===== src/rtl/pfwp_ctrl.sv =====
module pfwp_ctrl #(
  parameter int TWPT = 8,
  parameter int TCER = 16
) (
  input  logic       clk,
  input  logic       rst_n,
  input  logic       pf_low,
  input  logic       so_low,
  input  logic       ce_n,
  input  logic       we_n,
  input  logic       oe_n,
  output logic       wp,
  output logic       mem_ce_n,
  output logic       mem_we_n,
  output logic       dq_oe,
  output logic       bat_sel,
  output logic [1:0] status
);
  localparam int MAXW = (TWPT > TCER) ? TWPT : TCER;
  localparam int CW   = $clog2(MAXW + 1);
  localparam logic [CW-1:0] GRACE_LAST = CW'(TWPT - 1);
  localparam logic [CW-1:0] RECOV_LAST = CW'(TCER - 1);

  typedef enum logic [1:0] {
    ST_RUN   = 2'b00,
    ST_GRACE = 2'b01,
    ST_LOCK  = 2'b10,
    ST_RECOV = 2'b11
  } st_t;

  st_t          st;
  logic [CW-1:0] cnt;

  always_ff @(posedge clk or negedge rst_n) begin
    if (!rst_n) begin
      st  <= ST_RECOV;
      cnt <= '0;
    end else begin
      case (st)
        ST_RUN:
          if (pf_low) begin
            st  <= ce_n ? ST_LOCK : ST_GRACE;
            cnt <= '0;
          end
        ST_GRACE:
          if (ce_n || cnt == GRACE_LAST) st <= ST_LOCK;
          else                           cnt <= cnt + 1'b1;
        ST_LOCK:
          if (!pf_low) begin
            st  <= ST_RECOV;
            cnt <= '0;
          end
        default:
          if (pf_low)                 st <= ST_LOCK;
          else if (cnt == RECOV_LAST) st <= ST_RUN;
          else                        cnt <= cnt + 1'b1;
      endcase
    end
  end

  always_ff @(posedge clk or negedge rst_n) begin
    if (!rst_n) bat_sel <= 1'b0;
    else        bat_sel <= so_low;
  end

  assign status   = st;
  assign wp       = st[1];
  assign mem_ce_n = ce_n | wp;
  assign mem_we_n = we_n | wp;
  assign dq_oe    = ~wp & ~ce_n & ~oe_n & we_n;
endmodule



===== config.mk =====
export PLATFORM = sky130hd
export DESIGN_NAME = pfwp_ctrl
export DESIGN_NICKNAME = d
export VERILOG_FILES = /design/src/rtl/pfwp_ctrl.sv
export SDC_FILE = /design/constraint.sdc
export NUM_CORES = 1
export LEC_CHECK = 0
export CAP_MARGIN = 20
export CORE_AREA = 2 2 39 41
export DETAILED_ROUTE_END_ITERATION = 6
export DIE_AREA = 0 0 41 43
export GPL_ROUTABILITY_DRIVEN = 0
export GPL_TIMING_DRIVEN = 0
export PLACE_DENSITY = 0.71
export SETUP_SLACK_MARGIN = 0.05
export SYNTH_ARGS = -nofsm -noshare
export SYNTH_HDL_FRONTEND = slang
export SYNTH_SLANG_ARGS = --single-unit

===== constraint.sdc =====
create_clock -name clk -period 2.5 [get_ports clk]
set_input_delay 0.75 -clock clk [delete_from_list [all_inputs] [get_ports clk]]
set_output_delay 0.75 -clock clk [all_outputs]
set_load 0.01 [all_outputs]

==> results.txt <==
The flow ran to the end, and the final reports show no timing, DRC or antenna violations. The number of violations reported at the end of detailed-routing iteration 0 was 2; the area fraction of the dominant cell type after synthesis was 25.5%. Once the floorplan was initialized, standard cells occupied 42.5% of the core. For this run the aggregate overflow at the end of global routing stands at 0. The worst path arrival time was 1.63 ns; the highest net fanout along the worst path was 4.

Dividing the final minimum period by the clock period gives 95.2%. Using the TritonRoute via totals, the vias-per-cell ratio works out to 5.29. In the final design database the tool counted 90 nets.

The count of TritonRoute iterations in the first routing pass came out at 3. Total nets after synthesis: 72. In this run the power spent charging and discharging nets is 0.000340 W. The cell taking the most area after synthesis is sky130_fd_sc_hd__dfrtp_1. In the routed design, unresolved DRC markers number 0. The logs give 0.335 nW for the leakage component of the power and 57.6% for the fraction of power consumed by combinational cells. The flip-flop and latch count after synthesis was 8.

Class of the most critical setup path: input port to output pin. The run gives 0 as the hold violation total from the final report. sky130_fd_sc_hd__inv_1 is the most common cell in the netlist. After filler insertion, the fill cell instance count of the layout stands at 124. Max-cap violations in this run came to 0.

Summed over all layers, the routed wires come to 1170 um. For the clock insertion delay at the later pin of the skew report, the log shows 0.27 ns. After clock tree synthesis, the setup repair step added 0 buffers. The floorplan die width is 41 um. The worst hold-check path type is register to register. Share of layout cells above drive strength 1: 22.7%. The tools report the number of warning messages in the yosys log as 0. STA classifies the critical path endpoint as an output pin. The logs give 14 for the number of cell rows and 12.8% for the clock network power share.

For the initial antenna violation count, the log shows 0. The required time at the worst-slack endpoint was 1.75 ns; the maximum vdd ir drop was 0.528 mV. Yosys mapped the design onto 31 distinct sky130hd cell types. The average instance in the mapped netlist occupies 9.97 um2. The most used flip-flop cell after synthesis is sky130_fd_sc_hd__dfrtp_1. The tools report the total number of vias as 481. Across the routed clock network, the largest skew measured is 0.00581 ns. The final count of negative-setup-slack endpoints was 0; the number of enable-type register cells in the synthesized netlist was 0.

The total power after layout came out at 0.000840 W. During I/O placement, the number of pins put on the boundary was 14. In this run the power density over the cells is 1120 nW/um2.

The tree is rooted in a sky130_fd_sc_hd__clkbuf_4. At the pin with the least slew margin, the transition time is 0.365 ns. The worst pin sits at a relative slew slack of 75.6%. For this run, the register share of the synthesized area comes to 34.5%. The first-pass GRT wire length is 2060 um, and the quantity of I/O buffers inserted on ports is 13.

In this run, placement finished with an instance count of 88. The logs give 588 um2 for the netlist area before placement and 91 for the post-layout instance count excluding filler cells. The core region is 1380 um2.

For the internal power of the cells, the log shows 0.000500 W. Of the total power, registers draw 29.7%. The clock period could shrink to 2.38 ns. The commonest cells after synthesis are 7 x sky130_fd_sc_hd__inv_1, 6 x sky130_fd_sc_hd__dfrtp_1, 6 x sky130_fd_sc_hd__ha_1. The number of global-route vias before repair came out at 484. After synthesis, the cell types taking the most area are sky130_fd_sc_hd__dfrtp_1 26%, sky130_fd_sc_hd__ha_1 13%, sky130_fd_sc_hd__dfstp_2 8.9%.

In this run the remaining antenna-violating nets after routing total 0. TritonCTS built the clock tree. Global routing used 17.3% of the available tracks across all layers.

The run gives 896 um as the HPWL after detailed placement. Dividing the detail-routed wire length by the instance count gives 12.8 um. Counting every instance in the synthesized netlist gives 59. The count of H-tree levels built during CTS is 1, and the maximum frequency from static timing analysis is 420 MHz.

The full die area was 1760 um2; the proportion of total power due to net switching was 40.5%. After synthesis, the share of flip-flops with an asynchronous set or reset is 100%. Setup repair after global routing left no endpoint under its margin.

Setup slack closes at 0.119 ns. The worst-case setup slack after placement is -0.551 ns, and the clock slew seen by the registers of the worst setup and hold paths is 0.06 ns. The number of slew-limit violations in the final report was 0.

The number of antenna diodes in the final layout is 0. The number of clock buffers added by TritonCTS is 3. STA classifies the critical path startpoint as an input port. In this run the deepest clock path goes through 2 buffers.

The post-cts hold buffer count was 0; the signed area change from the synthesized netlist to the final layout was 27.2%. Entering global routing, the biggest net connects 9 pins. CTS saw 8 sinks. The overall die height was 43 um.
[critical path, stage by stage]
cell and delay, ns:
sky130_fd_sc_hd__dlygate4sd2_1 0.29, sky130_fd_sc_hd__or2_1 0.26, sky130_fd_sc_hd__nor3b_1 0.18, sky130_fd_sc_hd__buf_2 0.15
[layout make-up]
cell class / instances / area (um2) / share of cell area [%]
plain buffers: 1 / 7.51 / 1.00
clock buffers: 3 / 22.5 / 3.01
inverters: 7 / 26.3 / 3.51
multi-input cells: 43 / 352 / 47.0
flip-flops and latches: 8 / 203 / 27.1
well taps: 16 / 20.0 / 2.68
repair buffers: 13 / 118 / 15.7
[layer usage]
metal  GRT usage [%]  wire [um]
met3            4.71         71
met5               0          0
met4            8.00         24
met2            24.4        523
met1            23.7        548
[worst paths after layout]
kind	startpoint	end	slack, ns	cells after the start
setup reg to reg	status[1]	status[1]	0.57	6
max in group asynchronous	rst_n	status[1]	1.43	1
hold / removal	cnt[0]	cnt[0]	0.50	1
setup / recovery	ce_n	dq_oe	0.12	4
hold reg to reg	cnt[0]	cnt[0]	0.50	1
min in group asynchronous	rst_n	cnt[3]	0.76	1
[state kept, by name (all words and copies together), names as in the netlist]
signal,flops
status,2
bat_sel,1
cnt,5
[through the flow]
step / utilization, % / area (um2) / hold WS, ns / TNS [ns]
6_report: 54.1 / 748 / 0.505 / 0
3_5_place_dp: 53.3 / 738 / 0.501 / -0.993
4_1_cts: 54.4 / 753 / 0.508 / 0
3_3_place_gp: 53.3 / 738 / 0.497 / -0.955
5_1_grt: 54.1 / 748 / 0.529 / 0
2_1_floorplan: - / 588 / 0.454 / 0
[logic make-up (layout without fill, tap and decap cells)]
family	after synthesis	in the layout	share of synthesized area [%]
AO/OA/AOI/OAI	11	11	15.3
AND/OR/NAND/NOR	22	22	23.2
adder cells (fa/ha/maj)	6	6	12.8
flip-flops	8	8	34.5
multiplexers	4	4	8.51
buffers and inverters	8	24	5.75
[what timing repair did]
action,CTS,global route
cloned,0,0
endpoints found under the setup margin,3,2
gates resized for setup,8,1
pin swaps,0,1
[cells in the final DEF, fill, tap and decap left out, drive strengths merged, types with 2 or more instances in the layout]
master and n:
or2 2, nand2 2, dfstp 2, nor2 4, clkdlybuf4s50 9, buf 2
o21ai 5, dfrtp 6, clkbuf 4, nand3 4, mux2i 2, mux2 2
inv 7, nand2b 2, dlygate4sd2 2, ha 6
[power by group through the flow]
| stage | Clock (W) | Combinational (W) | Sequential, W |
|---|---|---|---|
| 2_1_floorplan | 0 | 0.000347 | 0.000242 |
| 3_3_place_gp | 0 | 0.000488 | 0.000248 |
| 3_5_place_dp | 0 | 0.000496 | 0.000250 |
| 4_1_cts | 0.000108 | 0.000491 | 0.000249 |
| 5_1_grt | 0.000115 | 0.000539 | 0.000258 |
| 6_report | 0.000107 | 0.000484 | 0.000249 |
(Power assumes the default switching activity.)
